[src/rtl/ber_los_pkg.sv]
package ber_los_pkg;

  typedef enum logic [1:0] {
    SEL_HALF = 2'b00,
    SEL_ONE  = 2'b01,
    SEL_TWO  = 2'b10,
    SEL_FOUR = 2'b11
  } ber_sel_e;

  typedef struct packed {
    logic eye;
    logic xing;
  } bb_pair_t;

  function automatic int unsigned max_of4(input int unsigned a, input int unsigned b,
                                          input int unsigned c, input int unsigned d);
    int unsigned m;
    m = a;
    if (b > m) m = b;
    if (c > m) m = c;
    if (d > m) m = d;
    return m;
  endfunction

endpackage

[src/rtl/ber_false_trans.sv]
module ber_false_trans
  import ber_los_pkg::*;
(
  input  logic     clk,
  input  logic     rst,
  input  logic     take,
  input  bb_pair_t smp,
  output logic     hit
);

  logic have_prev;
  logic prev_eye;

  always_ff @(posedge clk) begin
    if (rst) begin
      have_prev <= 1'b0;
      prev_eye  <= 1'b0;
    end else if (take) begin
      have_prev <= 1'b1;
      prev_eye  <= smp.eye;
    end
  end

  assign hit = take && have_prev && (smp.eye == prev_eye) && (smp.xing != smp.eye);

  // first accepted bit after reset is never an error
  p_first_unchecked_r2: assert property (@(posedge clk) disable iff (rst)
    ($past(rst) && take) |-> !hit);

endmodule

[src/rtl/ber_err_window.sv]
module ber_err_window
  import ber_los_pkg::*;
#(
  parameter int unsigned WIN_LOG2 = 16,
  parameter int unsigned LIM_S0   = 33,
  parameter int unsigned LIM_S1   = 66,
  parameter int unsigned LIM_S2   = 131,
  parameter int unsigned LIM_S3   = 262,
  parameter int unsigned CNT_W    = 9
) (
  input  logic             clk,
  input  logic             rst,
  input  logic             take,
  input  logic             hit,
  input  logic [1:0]       sel,
  output logic             win_end,
  output logic             reach,
  output logic [CNT_W-1:0] final_cnt,
  output logic [CNT_W-1:0] lim
);

  logic [WIN_LOG2-1:0] bit_cnt;
  logic [CNT_W-1:0]    err_cnt;
  logic [CNT_W-1:0]    cnt_inc;
  logic                last;

  always_comb begin
    unique case (ber_sel_e'(sel))
      SEL_HALF: lim = CNT_W'(LIM_S0);
      SEL_ONE:  lim = CNT_W'(LIM_S1);
      SEL_TWO:  lim = CNT_W'(LIM_S2);
      default:  lim = CNT_W'(LIM_S3);
    endcase
  end

  assign last    = &bit_cnt;
  assign cnt_inc = (hit && (err_cnt < lim)) ? err_cnt + CNT_W'(1) : err_cnt;
  assign win_end = take && last;
  assign reach   = take && (cnt_inc >= lim);
  assign final_cnt = cnt_inc;

  always_ff @(posedge clk) begin
    if (rst) begin
      bit_cnt <= '0;
      err_cnt <= '0;
    end else if (take) begin
      bit_cnt <= bit_cnt + WIN_LOG2'(1);
      err_cnt <= last ? '0 : cnt_inc;
    end
  end

  // idle cycles change nothing
  p_idle_hold_r3: assert property (@(posedge clk) disable iff (rst)
    !take |=> ($stable(bit_cnt) && $stable(err_cnt)));

  // every window starts from an empty count
  p_win_restart_r4: assert property (@(posedge clk) disable iff (rst)
    win_end |=> (bit_cnt == '0 && err_cnt == '0));

  // saturated count never wraps
  p_no_overflow_r4: assert property (@(posedge clk) disable iff (rst)
    (take && !last && err_cnt >= lim) |=> (err_cnt == $past(err_cnt)));

endmodule

[src/rtl/ber_los_hyst.sv]
module ber_los_hyst #(
  parameter int unsigned CNT_W      = 9,
  parameter int unsigned CLEAN_WINS = 5
) (
  input  logic             clk,
  input  logic             rst,
  input  logic             win_end,
  input  logic             reach,
  input  logic [CNT_W-1:0] final_cnt,
  input  logic [CNT_W-1:0] lim,
  output logic             alarm
);

  localparam int unsigned CLN_W = $clog2(CLEAN_WINS + 1);

  logic [CLN_W-1:0] clean_cnt;
  logic [CNT_W-1:0] half;
  logic             quiet;

  assign half  = lim >> 1;
  assign quiet = (final_cnt < half) && !reach;

  always_ff @(posedge clk) begin
    if (rst) begin
      alarm     <= 1'b0;
      clean_cnt <= '0;
    end else begin
      if (reach) alarm <= 1'b1;
      if (!alarm) begin
        clean_cnt <= '0;
      end else if (win_end) begin
        if (!quiet) begin
          clean_cnt <= '0;
        end else if (clean_cnt == CLN_W'(CLEAN_WINS - 1)) begin
          alarm     <= 1'b0;
          clean_cnt <= '0;
        end else begin
          clean_cnt <= clean_cnt + CLN_W'(1);
        end
      end
    end
  end

  // alarm rises only when the window count reaches the limit
  p_rise_on_limit_r5: assert property (@(posedge clk) disable iff (rst)
    $rose(alarm) |-> $past(reach));

  // alarm falls only at a window end closing a full clean run
  p_fall_at_boundary_r9: assert property (@(posedge clk) disable iff (rst)
    $fell(alarm) |-> ($past(win_end) && $past(clean_cnt) == CLN_W'(CLEAN_WINS - 1)));

endmodule

[src/rtl/ber_los_monitor.sv]
module ber_los_monitor
  import ber_los_pkg::*;
#(
  parameter int unsigned WIN_LOG2   = 16,
  parameter int unsigned LIM_S0     = 33,
  parameter int unsigned LIM_S1     = 66,
  parameter int unsigned LIM_S2     = 131,
  parameter int unsigned LIM_S3     = 262,
  parameter int unsigned CLEAN_WINS = 5
) (
  input  logic       clk,
  input  logic       rst,
  input  logic       smp_valid,
  output logic       smp_ready,
  input  logic       smp_eye,
  input  logic       smp_xing,
  input  logic [1:0] rate_sel,
  output logic       los_alarm
);

  localparam int unsigned LIM_MAX = max_of4(LIM_S0, LIM_S1, LIM_S2, LIM_S3);
  localparam int unsigned CNT_W   = $clog2(LIM_MAX + 1);

  bb_pair_t         pair;
  logic             take;
  logic             hit;
  logic             win_end;
  logic             reach;
  logic [CNT_W-1:0] final_cnt;
  logic [CNT_W-1:0] lim;

  assign smp_ready = 1'b1;
  assign take      = smp_valid && smp_ready;
  assign pair      = '{eye: smp_eye, xing: smp_xing};

  ber_false_trans u_det (
    .clk (clk),
    .rst (rst),
    .take(take),
    .smp (pair),
    .hit (hit)
  );

  ber_err_window #(
    .WIN_LOG2(WIN_LOG2),
    .LIM_S0  (LIM_S0),
    .LIM_S1  (LIM_S1),
    .LIM_S2  (LIM_S2),
    .LIM_S3  (LIM_S3),
    .CNT_W   (CNT_W)
  ) u_win (
    .clk      (clk),
    .rst      (rst),
    .take     (take),
    .hit      (hit),
    .sel      (rate_sel),
    .win_end  (win_end),
    .reach    (reach),
    .final_cnt(final_cnt),
    .lim      (lim)
  );

  ber_los_hyst #(
    .CNT_W     (CNT_W),
    .CLEAN_WINS(CLEAN_WINS)
  ) u_hyst (
    .clk      (clk),
    .rst      (rst),
    .win_end  (win_end),
    .reach    (reach),
    .final_cnt(final_cnt),
    .lim      (lim),
    .alarm    (los_alarm)
  );

  // alarm is low coming out of reset
  p_reset_low_r6: assert property (@(posedge clk)
    rst |=> !los_alarm);

endmodule

[config.mk]
export PLATFORM = sky130hd
export DESIGN_NAME = ber_los_monitor
export DESIGN_NICKNAME = d
export VERILOG_FILES = /design/src/rtl/ber_los_pkg.sv /design/src/rtl/ber_false_trans.sv /design/src/rtl/ber_err_window.sv /design/src/rtl/ber_los_hyst.sv /design/src/rtl/ber_los_monitor.sv
export SDC_FILE = /design/constraint.sdc
export NUM_CORES = 1
export LEC_CHECK = 0
export BUFFER_PORTS_ARGS = -buffer_cell sky130_fd_sc_hd__buf_2
export CORE_ASPECT_RATIO = 0.75
export CORE_MARGIN = 2
export CORE_UTILIZATION = 55
export DETAILED_ROUTE_END_ITERATION = 8
export PLACE_DENSITY = 0.81
export SLEW_MARGIN = 40
export SYNTH_ARGS = -nofsm -noshare
export SYNTH_HDL_FRONTEND = slang
export SYNTH_HIERARCHICAL = 1
export SYNTH_SLANG_ARGS = --single-unit
[constraint.sdc]
create_clock -name clk -period 5.8 [get_ports clk]
set_clock_uncertainty 0.05 [all_clocks]
set_input_delay 0 -clock clk [delete_from_list [all_inputs] [get_ports clk]]
set_output_delay 0 -clock clk [all_outputs]
set_load 0.005 [all_outputs]
# Word-level counts from Yosys, hierarchy flattened
# Index checks and enable logic that the tools add are counted.
# Widths: inputs -> output; s select.
# op_classes
add_sub_neg	3
magnitude_cmp	3
n_eq_ne	5
muxes	10
n_bitwise	1
n_reduce_logical	11
# op_table
op	count
$pmux 9 s3	1
$mux 9	2
$add 16x1->16 const B	1
$reduce_and 16->1	1
$add 9x1->9 const B	1
$ge 9x9->1	1
$lt 9x8->1	1
$lt 9x9->1	1
$logic_and 1x1->1	7
$mux 3	2
$mux 1	5
$add 3x1->3 const B	1
$eq 3x3->1 const B	1
$eq 2x1->1 const B	1
$eq 2x2->1 const B	1
$logic_not 2->1	1
$reduce_or 2->1	1
$eq 1x1->1	1
$logic_not 1->1	1
$ne 1x1->1	1
$not 1->1	1
# totals
regBits	31
in_bits	7
output_inout_bits	2
elab_cells	39

# Depth between registers and ports, before layout
# Gate-level depths: netlist of run 1.
# depth
word_depth	12
depth_mapped	18
ltp_nobuf	17

# Hierarchy
# The synthesis of run 1 kept the hierarchy.
# modules_own_cells
module	n_inst	cells_each	area_per_inst_um2	seq_area_each_um2
ber_err_window	1	207	1680.4	500.5
ber_los_hyst	1	49	401.6	80.1
ber_false_trans	1	10	86.3	40.0
ber_los_monitor	1	2	11.3	0.0

# Worst setup path before layout of run 1
# Ideal clock, no wire load.
# synth_path
kind	reg2reg
from	register u_win.err_cnt[5]
to	register u_hyst.clean_cnt[2]
setup_ns	0.070
arrival_ns	3.559
required_ns	5.680
path_slack_ns	2.121
path_stages_with_launch	16
path_buffers	0
synth_period_minus_slack_ns	3.679
path_cell_list	dfxtp_1 > ha_1 > o2111ai_1 > a31oi_1 > nor4_1 > nand3_1 > xnor2_1 > ha_1 > a21oi_1 > o21ai_0 > nor3_1 > a21oi_1 > or3_1 > a221oi_2 > a31oi_1 > a21oi_1
# synth_via
elab_chain_len	8
elab_cells_between_ends	10
cone_classes	1 x add/sub; 3 x order compare; 2 x mux; 4 x reduce/logical
# synth_lines
item	line	text
from (decl)	ber_err_window.sv:23	logic [CNT_W-1:0] err_cnt;
from (signal assigned)	ber_err_window.sv:48	err_cnt <= last ? '0 : cnt_inc;
$lt 9x9->1	ber_err_window.sv:37	assign cnt_inc = (hit && (err_cnt < lim)) ? err_cnt + CNT_W'(1) : err_cnt;
$logic_and 1x1->1	ber_err_window.sv:37	
$mux 9 (*)	ber_err_window.sv:37	
named net final_cnt[8]	ber_los_monitor.sv:29	logic [CNT_W-1:0] final_cnt;
$ge 9x9->1 (*)	ber_err_window.sv:39	assign reach = take && (cnt_inc >= lim);
$logic_and 1x1->1 (*)	ber_err_window.sv:39	
named net reach	ber_los_monitor.sv:28	logic reach;
$logic_not 1->1 (*)	ber_los_hyst.sv:21	assign quiet = (final_cnt < half) && !reach;
$logic_and 1x1->1 (*)	ber_los_hyst.sv:21	
$mux 3 (*)	ber_los_hyst.sv:32	if (!quiet) begin
to (signal assigned)	ber_los_hyst.sv:38	clean_cnt <= clean_cnt + CLN_W'(1);
to (decl)	ber_los_hyst.sv:16	logic [CLN_W-1:0] clean_cnt;
# The timed path passes the listed nets; every way through them passes the cells marked *.
# A chain may end at the register's enable or synchronous reset.

# Final worst setup path of run 1
# layout_path
from	input smp_eye
to	register u_hyst.clean_cnt[1]
# layout_via
elab_chain_len	10
elab_cells_between_ends	12
cone_classes	2 x order compare; 2 x eq/ne; 2 x mux; 6 x reduce/logical
# layout_lines
item	line	text
from (decl)	ber_los_monitor.sv:15	input logic smp_eye,
$eq 1x1->1	ber_false_trans.sv:24	assign hit = take && have_prev && (smp.eye == prev_eye) && (smp.xing != smp.eye);
$logic_and 1x1->1	ber_false_trans.sv:24	
$logic_and 1x1->1 (*)	ber_false_trans.sv:24	
named net hit	ber_los_monitor.sv:26	logic hit;
$logic_and 1x1->1 (*)	ber_err_window.sv:37	
$mux 9 (*)	ber_err_window.sv:37	
named net final_cnt[8]	ber_los_monitor.sv:29	
$ge 9x9->1 (*)	ber_err_window.sv:39	
$logic_and 1x1->1 (*)	ber_err_window.sv:39	
named net reach	ber_los_monitor.sv:28	
$logic_not 1->1 (*)	ber_los_hyst.sv:21	
$logic_and 1x1->1 (*)	ber_los_hyst.sv:21	
$mux 3 (*)	ber_los_hyst.sv:32	
# Marks and branches as above.

==> results of run 1 <==
state kept, by name, summed over array words and instances (netlist names):
| name | cells |
|---|---|
| u_hyst/clean_cnt | 3 |
| u_win/err_cnt | 9 |
| u_hyst/alarm | 1 |
| u_win/bit_cnt | 16 |
| u_det/prev_eye | 1 |
| u_det/have_prev | 1 |
stage by stage:
stage,power (W),instances,util (%)
6_report,0.0004374,324,62.29
5_1_grt,0.0004605,324,62.29
4_1_cts,0.0004439,324,62.12
3_5_place_dp,0.0002581,315,59.17
3_3_place_gp,0.0002569,315,59.03
2_1_floorplan,0.0002507,269,-
cell type report:
type / instances / area [um2]
Tap cell: 52 / 65.06
Sequential cell: 31 / 620.6
Inverter: 19 / 71.32
Fill cell: 342 / 1408
Timing Repair Buffer: 8 / 45.04
Clock buffer: 8 / 100.1
Multi-Input combinational cell: 206 / 1423
path summary, 6_finish.rpt:
check                        start             endpoint  slack [ns]  cells after the start
hold reg to reg    u_det/have_prev      u_det/have_prev        0.44                      2
setup / recovery           smp_eye  u_hyst/clean_cnt[1]        1.72                     17
hold / removal           smp_valid      u_det/have_prev        0.07                      3
setup reg to reg  u_win/err_cnt[5]  u_hyst/clean_cnt[1]        1.74                     14
cells in the mapped netlist (4+ instances only):
cell type,n,area (um2)
nor2_1,26,97.59
xnor2_1,6,52.55
or3_1,6,37.54
xor2_1,14,122.6
ha_1,24,300.3
nand2b_1,6,37.54
buf_4,4,30.03
inv_1,19,71.32
nand4_1,8,50.05
o21ai_0,11,55.05
a21oi_1,16,80.08
nand2_1,22,82.58
nand3_1,9,45.04
a31oi_1,8,50.05
dfxtp_1,31,620.6
metal layers:
layer / global-route usage (%) / share of wire, %
met1: 29.72 / 53
met2: 32.96 / 41
met3: 5.368 / 4.4
met4: 7.013 / 0.96
met5: 0 / 0
where the power goes:
| part | switching (W) | internal (W) |
|---|---|---|
| clock | 0.0000750 | 0.000108 |
| sequential | 0.00000230 | 0.000216 |
| combinational | 0.0000214 | 0.0000149 |
logic make-up (layout without fill, tap and decap cells):
group	Yosys count	in the layout
AND/OR/NAND/NOR	102	102
AO/OA/AOI/OAI	52	52
buffers and inverters	32	35
flip-flops	31	31
adder cells (fa/ha/maj)	24	24
XOR/XNOR	20	20
multiplexers	5	5
other	2	3
worst max-delay path, delay by kind of cell:
| kind | cells | cell delay [ns] |
|---|---|---|
| buffers and inverters | 2 | 0.69 |
| xor gates and xnor gates | 1 | 0.24 |
| and+or+nand+nor | 7 | 1.93 |
| adders and majority gates | 1 | 0.28 |
| AOI/OAI and AO/OA | 6 | 1.11 |
repair_timing:
action,in CTS,in global routing
hold endpoints to repair,1,0
resized for setup,0,0
setup buffers,0,0
hold buffers,1,0
==> out/summary.txt, run 1 <==
status - finished, final reports clean
Static Leakage - 0.9711 nW
Async SR Flop Fraction - 0%
DR DRC count - 0
Post-Synth Simple-Gate Area - 24.57%
die area - 4488 um2
Setup crit start kind - primary input
final worst slack - 1.720 ns
HPWL Detailed - 3.289 mm
Worst Setup End Kind - register
core box area - 3732 um2
mean area per synthesized cell - 8.133 um2
main combinational cell family by area after synthesis - simple AND/OR/NAND/NOR gates
Netlist cell types - 45
Crit-path slowest cell - nor4_2
Adder-Cell Fraction of Synth Area - 13.78%
pin count of the biggest net entering global routing - 25
drt via density - 5.534
number of synthesized flops with an enable pin - 0
Worst EP required - 5.95 ns
area grow syn2layout - 6.659%
main flop type after synthesis - dfxtp_1
Clk pin slew, worst setup/hold paths - 0.06 ns
worst-path cell chain - dlygate4sd3_1 > buf_2 > or3b_1 > a21oi_1 > nand4b_1 > nor4_2 > nand3_1 > xnor2_1 > ha_1 > a21oi_1 > o21ai_0 > nor3_1 > a21oi_1 > or3_1 > a221oi_2 > nand3_1 > a21oi_1
per-cell routed wire length - 13.13 um
Setup CP Type - in -> reg
yosys warns - 6
first-pass GRT wire length - 7.638 mm
Die H - 58.52 um
starting density of the core - 58.40%
Total GRT Usage - 21.39%
DR pass1 iterations - 4
Syn Inst Count - 268
nets - 302
most frequent cells in the layout - 31 x dfxtp_1, 26 x nor2_1, 24 x ha_1
n_diodes - 0
arrival time worst endpoint - 4.23 ns
clk_lat worst skew - 0.28 ns
Final Hold Violating Endpoints - 0
post-synthesis xor/xnor area fraction - 8.037%
pwr dens - 188.1 nW/um2
RSZ-0062 raised after global routing - false
Synth Area in Compound Gates - 15.38%
placer congestion estimate - 1.002
Yosys reg bits - 31
CTS buffer count - 5
grt ovf - 0
Port Buffers - 7
H-Tree Depth - 2
Final min period - 4.080 ns
pre-CTS setup slack - 1.566 ns
post-synthesis mux area share - 2.468%
Max-cap violations - 0
fin area - 2325 um2
Clock Path Buffers - 2
initial antenna violation count - 0
Worst VDD drop - 0.1458 mV
most common cell after layout, fill and taps aside - dfxtp_1
fraction of layout cells with a size suffix above 1 - 10.29%
Via Count - 1793
Seq/Total Area, Yosys - 28.47%
Post-Route WL - 4.255 mm
clock sink count - 31
crit-path max FO - 6
Worst slew margin - 50.46%
root buffer cell - clkbuf_8
CP max stage delay - 0.59 ns
f_max - 245.1 MHz
Top Ports - 9
final setup fails - 0
starting DRC count in detailed routing - 57
final worst-path cycle share - 70.34%
Worst Max-Slew Pin Slew - 0.7375 ns
Max Slew Vio Count - 0
vias in the first global route - 1680
CTS tree - yes
Crit path top cell by count - a21oi_1
Die W - 76.69 um
Min Hold Slack - 0.07409 ns
ANT nets after route - 0
Hold WC Path Type - in -> reg
area post-placement - 2208 um2
Mapped Area - 2180 um2
Cell Rows - 19
Fin Setup TNS - 0 ns
Power figures use the tool's default switching activity.
==> run 2, diff against run 1 <==
==> constraint.sdc (replaced) <==
create_clock -name clk -period 4 [get_ports clk]
set_clock_uncertainty 0.05 [all_clocks]
set_input_delay 0 -clock clk [delete_from_list [all_inputs] [get_ports clk]]
set_output_delay 0 -clock clk [all_outputs]
set_load 0.005 [all_outputs]
==> run 2 against run 1 <==
Effect of this change: sequential power increased by 45%; wire length increased by 6.2%; hold slack got worse by 0.0051 ns; utilization increased by 2.9 points; count of clock-buffer cells in the layout decreased by 2; flip-flop and latch count unchanged; via count increased by 3.7%; first-iteration DRC count increased to 2.7 times the previous value; sequential share of layout area decreased by 0.99 points; die area unchanged; clock power increased by 75%; total power increased by 58%; critical path type is now reg -> reg.
==> out/summary.txt, run 2 (synthesis gave the netlist of run 1 again) <==
Util after Layout - 65.20%
met1 Use GR - 31.14%
first-pass GRT wire length - 7.783 mm
clk_lat worst skew - 0.28 ns
pwr dens - 284.7 nW/um2
Finished Layout Cells - 328
largest reg by FF count - u_win/bit_cnt
Hold WC Path Type - in -> reg
n_diodes - 0
CTS tree - yes
clock sink count - 31
Die W - 76.69 um
nets - 306
Top Ports - 9
fraction of layout cells with a size suffix above 1 - 15.94%
Clk pin slew, worst setup/hold paths - 0.06 ns
Static Leakage - 1.013 nW
starting DRC count in detailed routing - 156
Worst Setup EP - u_hyst/clean_cnt[2]
most frequent cells in the layout - 27 x dfxtp_1, 25 x nor2_1, 24 x ha_1
final worst-path cycle share - 94.62%
fin area - 2434 um2
Worst slew margin - 55.64%
Setup CP Type - reg -> reg
Cell Rows - 19
most common cell after layout, fill and taps aside - dfxtp_1
f_max - 264.2 MHz
H-Tree Depth - 2
Via Count - 1860
Max Slew Vio Count - 0
die area - 4488 um2
Final Hold Violating Endpoints - 0
pin count of the biggest net entering global routing - 25
per-cell routed wire length - 13.78 um
DR DRC count - 0
vias in the first global route - 1685
starting density of the core - 58.40%
FF/Latch Area - 625.6 um2
Die H - 58.52 um
ANT nets after route - 0
grt ovf - 0
R2R depth - 16
R2R Path Start - u_win/err_cnt[5]
root buffer cell - clkbuf_8
Worst Setup End Kind - register
Clock Path Buffers - 2
Port Buffers - 7
DR pass1 iterations - 4
area taken by multi-input logic gates - 1479 um2
FILL cells - 305
RSZ-0062 raised after global routing - false
FF-to-FF setup slack - 0.22 ns
arrival time worst endpoint - 3.95 ns
crit-path max FO - 7
drt via density - 5.671
area post-placement - 2223 um2
initial antenna violation count - 0
final setup fails - 0
area grow syn2layout - 11.65%
HPWL Detailed - 3.312 mm
Max-cap violations - 0
status - finished, final reports clean
Total GRT Usage - 22.15%
Worst EP required - 4.17 ns
placer congestion estimate - 0.9660
top flop regs - u_win/bit_cnt: 16 flops, u_win/err_cnt: 9 flops, u_hyst/clean_cnt: 3 flops
Setup crit start kind - register
M2 GR Usage - 33.08%
Post-Route WL - 4.519 mm
placed cells - 317
Fin Setup TNS - 0 ns
Most Crowded Layer GR - met2
core box area - 3732 um2
Final min period - 3.785 ns
Worst Max-Slew Pin Slew - 0.6593 ns
CP startpoint - u_win/err_cnt[5]
Worst VDD drop - 0.2267 mV
flip-flop count of the largest register after layout - 16
CTS buffer count - 5
R2R Path End - u_hyst/clean_cnt[2]
met3 usage - 7.055%
-- run 2: cell types whose count changed in the layout (fill, tap and decap cells not counted), sizes merged --
cell    delta
buf        +4
clkbuf     -2
clkinv     +1
bufinv     +1
-- run 2: final cells by class --
cell class	instances	share of cell area, %
Sequential cell	31	25.71
Multi-Input combinational cell	206	60.77
Clock inverter	2	1.440
Tap cell	52	2.674
Timing Repair Buffer	12	3.085
Clock buffer	6	3.393
Inverter	19	2.931
-- run 2: per-stage QoR --
| stage | worst slack, ns | total power [W] | hold slack, ns |
|---|---|---|---|
| 6_report | 0.2150 | 0.0006929 | 0.06903 |
| 5_1_grt | 0.004723 | 0.0007227 | 0.07283 |
| 4_1_cts | 0.06113 | 0.0006958 | 0.06028 |
| 3_5_place_dp | 0.1073 | 0.0003754 | 0.2494 |
| 3_3_place_gp | 0.1805 | 0.0003732 | 0.2190 |
| 2_1_floorplan | 0.3211 | 0.0003635 | 0.02238 |
-- run 2: metal layers --
layer | up-vias | routed length [um]
li1 | 959 | -
met1 | 862 | 2376
met2 | 37 | 1956
met3 | 2 | 168
met4 | 0 | 18
met5 | - | 0
-- run 2: critical path: stages (launching register included) --
cell and delay (ns):
dfxtp_2 0.36, ha_1 0.23, nor4_4 0.24, a31oi_1 0.24, nor4_4 0.36, nand3_1 0.16
xnor2_2 0.27, ha_1 0.29, a21oi_1 0.14, o21ai_0 0.11, nor3_1 0.19, a21oi_1 0.10
or3_1 0.35, a221oi_4 0.24, buf_4 0.16, nand4b_1 0.09, a21oi_1 0.13
-- run 2: worst min-delay path by stage --
stage	startpoint	endpoint	slack, ns	depth (start not counted)
2_1_floorplan	rst	u_det/have_prev	0.02	1
3_3_place_gp	smp_eye	u_det/prev_eye	0.22	3
3_5_place_dp	smp_eye	u_det/prev_eye	0.25	3
4_1_cts	smp_valid	u_det/have_prev	0.06	3
5_1_grt	smp_valid	u_det/have_prev	0.07	3
6_report	smp_valid	u_det/have_prev	0.07	3
-- run 2: power breakdown --
| part | internal [W] | leakage, nW | switching (W) |
|---|---|---|---|
| logic | 0.0000235 | 0.699 | 0.0000339 |
| registers | 0.000313 | 0.253 | 0.00000325 |
| clock network | 0.000201 | 0.0612 | 0.000118 |
| total | 0.000537 | 1.01 | 0.000156 |
-- run 2: what timing repair did --
action,CTS,global route
gates resized for setup,0,15
buffers inserted,0,2
endpoints found under the hold margin,1,0
endpoints found under the setup margin,0,4
hold buffers,1,0
==> run 3, diff against run 2 <==
--- a/config.mk
+++ b/config.mk
@@ -5,12 +5,12 @@
 export SDC_FILE = /design/constraint.sdc
 export NUM_CORES = 1
 export LEC_CHECK = 0
-export BUFFER_PORTS_ARGS = -buffer_cell sky130_fd_sc_hd__buf_2
 export CORE_ASPECT_RATIO = 0.75
 export CORE_MARGIN = 2
 export CORE_UTILIZATION = 55
 export DETAILED_ROUTE_END_ITERATION = 8
-export PLACE_DENSITY = 0.81
+export DONT_BUFFER_PORTS = 1
+export PLACE_DENSITY = 0.79
 export SLEW_MARGIN = 40
 export SYNTH_ARGS = -nofsm -noshare
 export SYNTH_HDL_FRONTEND = slang
==> run 3 against run 2 <==
Effect of this change: wire length up 3.7%; final cell count is 1.5% lower; die area did not move; via count down 0.22%; global-route usage shrank 0.25 points; register-to-register slack gained 0.14 ns; first-iteration DRC count shrank 7.1%; maximum frequency rose by 3.9%; critical path type unchanged; largest cell class unchanged.
==> out/summary.txt, run 3 (synthesis gave the netlist of run 1 again) <==
status - finished, final reports clean
Top Ports - 9
Crit-path slowest cell - or4_4
nets - 302
Setup CP Type - reg -> reg
starting density of the core - 58.40%
Worst VDD drop - 0.1585 mV
f_max - 274.4 MHz
Setup Buffers After CTS - 0
pin count of the biggest net entering global routing - 24
fin area - 2380 um2
Fin Setup TNS - 0 ns
grt ovf - 0
RSZ-0062 raised after global routing - false
Die H - 58.52 um
pwr dens - 258.5 nW/um2
Cell Rows - 19
final worst-path cycle share - 91.10%
placed cells - 313
Worst Max-Slew Pin Slew - 0.6936 ns
fraction of layout cells with a size suffix above 1 - 13.28%
starting DRC count in detailed routing - 145
area grow syn2layout - 9.185%
Finished Layout Cells - 323
Static Leakage - 0.9877 nW
most common cell after layout, fill and taps aside - dfxtp_1
top flop regs - u_win/bit_cnt: 16 flops, u_win/err_cnt: 9 flops, u_hyst/clean_cnt: 3 flops
placer congestion estimate - 0.9117
die area - 4488 um2
DR DRC count - 0
Via Count - 1856
CP max stage delay - 0.55 ns
ANT nets after route - 0
CTS buffer count - 5
Port Buffers - 0
Total GRT Usage - 21.90%
Hold WC Path Type - in -> reg
n_diodes - 0
HPWL Detailed - 3.365 mm
Min Hold Slack - 0.07200 ns
Die W - 76.69 um
Worst Setup End Kind - register
H-Tree Depth - 2
crit-path max FO - 7
arrival time worst endpoint - 3.80 ns
Max-cap violations - 0
Util after Layout - 63.76%
Max Slew Vio Count - 0
most frequent cells in the layout - 29 x dfxtp_1, 25 x nor2_1, 24 x ha_1
largest reg by FF count - u_win/bit_cnt
Post-Route WL - 4.688 mm
Worst slew margin - 53.33%
Clock Path Buffers - 2
clk_lat worst skew - 0.27 ns
clock sink count - 31
Final min period - 3.644 ns
core box area - 3732 um2
CTS tree - yes
Clk pin slew, worst setup/hold paths - 0.07 ns
worst-path cell chain - ha_1 > a21o_1 > and2_1 > or4_4 > nor2_2 > xor2_1 > ha_1 > a21oi_1 > o21ai_0 > nor3_1 > a21oi_1 > or3_1 > a221oi_4 > nand3_1 > a21oi_1
initial antenna violation count - 0
DR pass1 iterations - 4
vias in the first global route - 1736
Crit path top cell by count - a21oi_1
final setup fails - 0
area post-placement - 2211 um2
drt via density - 5.746
first-pass GRT wire length - 7.921 mm
root buffer cell - clkbuf_8
per-cell routed wire length - 14.51 um
Setup crit start kind - register
Final Hold Violating Endpoints - 0
Worst EP required - 4.15 ns
flip-flop count of the largest register after layout - 16
run 3: what timing repair did:
action,4_1_cts,5_1_grt
endpoints found under the hold margin,28,0
resized for setup,0,12
hold buffers,3,0
endpoints found under the setup margin,0,4
run 3: layout make-up:
type / count / area [um2]
Inverter: 19 / 71.32
Clock buffer: 6 / 82.58
Clock inverter: 1 / 5.005
Multi-Input combinational cell: 206 / 1470
Fill cell: 314 / 1353
Sequential cell: 31 / 623.1
Timing Repair Buffer: 8 / 62.56
Tap cell: 52 / 65.06
run 3: per-stage QoR:
stage	setup slack (ns)	power [W]
4_1_cts	0.06004	0.0006151
3_5_place_dp	0.09017	0.0003659
2_1_floorplan	0.3211	0.0003635
6_report	0.3558	0.0006152
5_1_grt	0.02387	0.0006380
3_3_place_gp	0.09341	0.0003646
run 3: final timing paths:
kind                                        from                  end  slack (ns)  cells after the start
worst max-delay path            u_win/err_cnt[7]  u_hyst/clean_cnt[0]        0.36                     15
worst min-delay path                         rst    u_win/bit_cnt[15]        0.07                      2
worst max register to register  u_win/err_cnt[7]  u_hyst/clean_cnt[0]        0.36                     15
worst min register to register   u_det/have_prev      u_det/have_prev        0.43                      2
run 3: report_power, final:
group	total [W]	switching, W	internal, W
registers	0.000316	0.00000342	0.000313
logic	0.0000535	0.0000315	0.0000220
clock network	0.000246	0.000111	0.000135
run 3: critical path: cells and delay by family (launching register included):
| family | cells | cell delay (ns) |
|---|---|---|
| xor+xnor | 1 | 0.11 |
| flops | 1 | 0.41 |
| fa+ha+maj | 2 | 0.46 |
| compound gates | 6 | 0.98 |
| simple gates | 6 | 1.56 |
run 3: metal layers:
metal	share of wire, %	vias to the layer above	global-route usage [%]	wire length, um
li1	-	944	-	-
met1	52	872	31.01	2423
met2	43	38	35.09	2037
met3	4.5	2	5.215	209
met4	0.38	0	3.117	18
met5	0	-	0	0
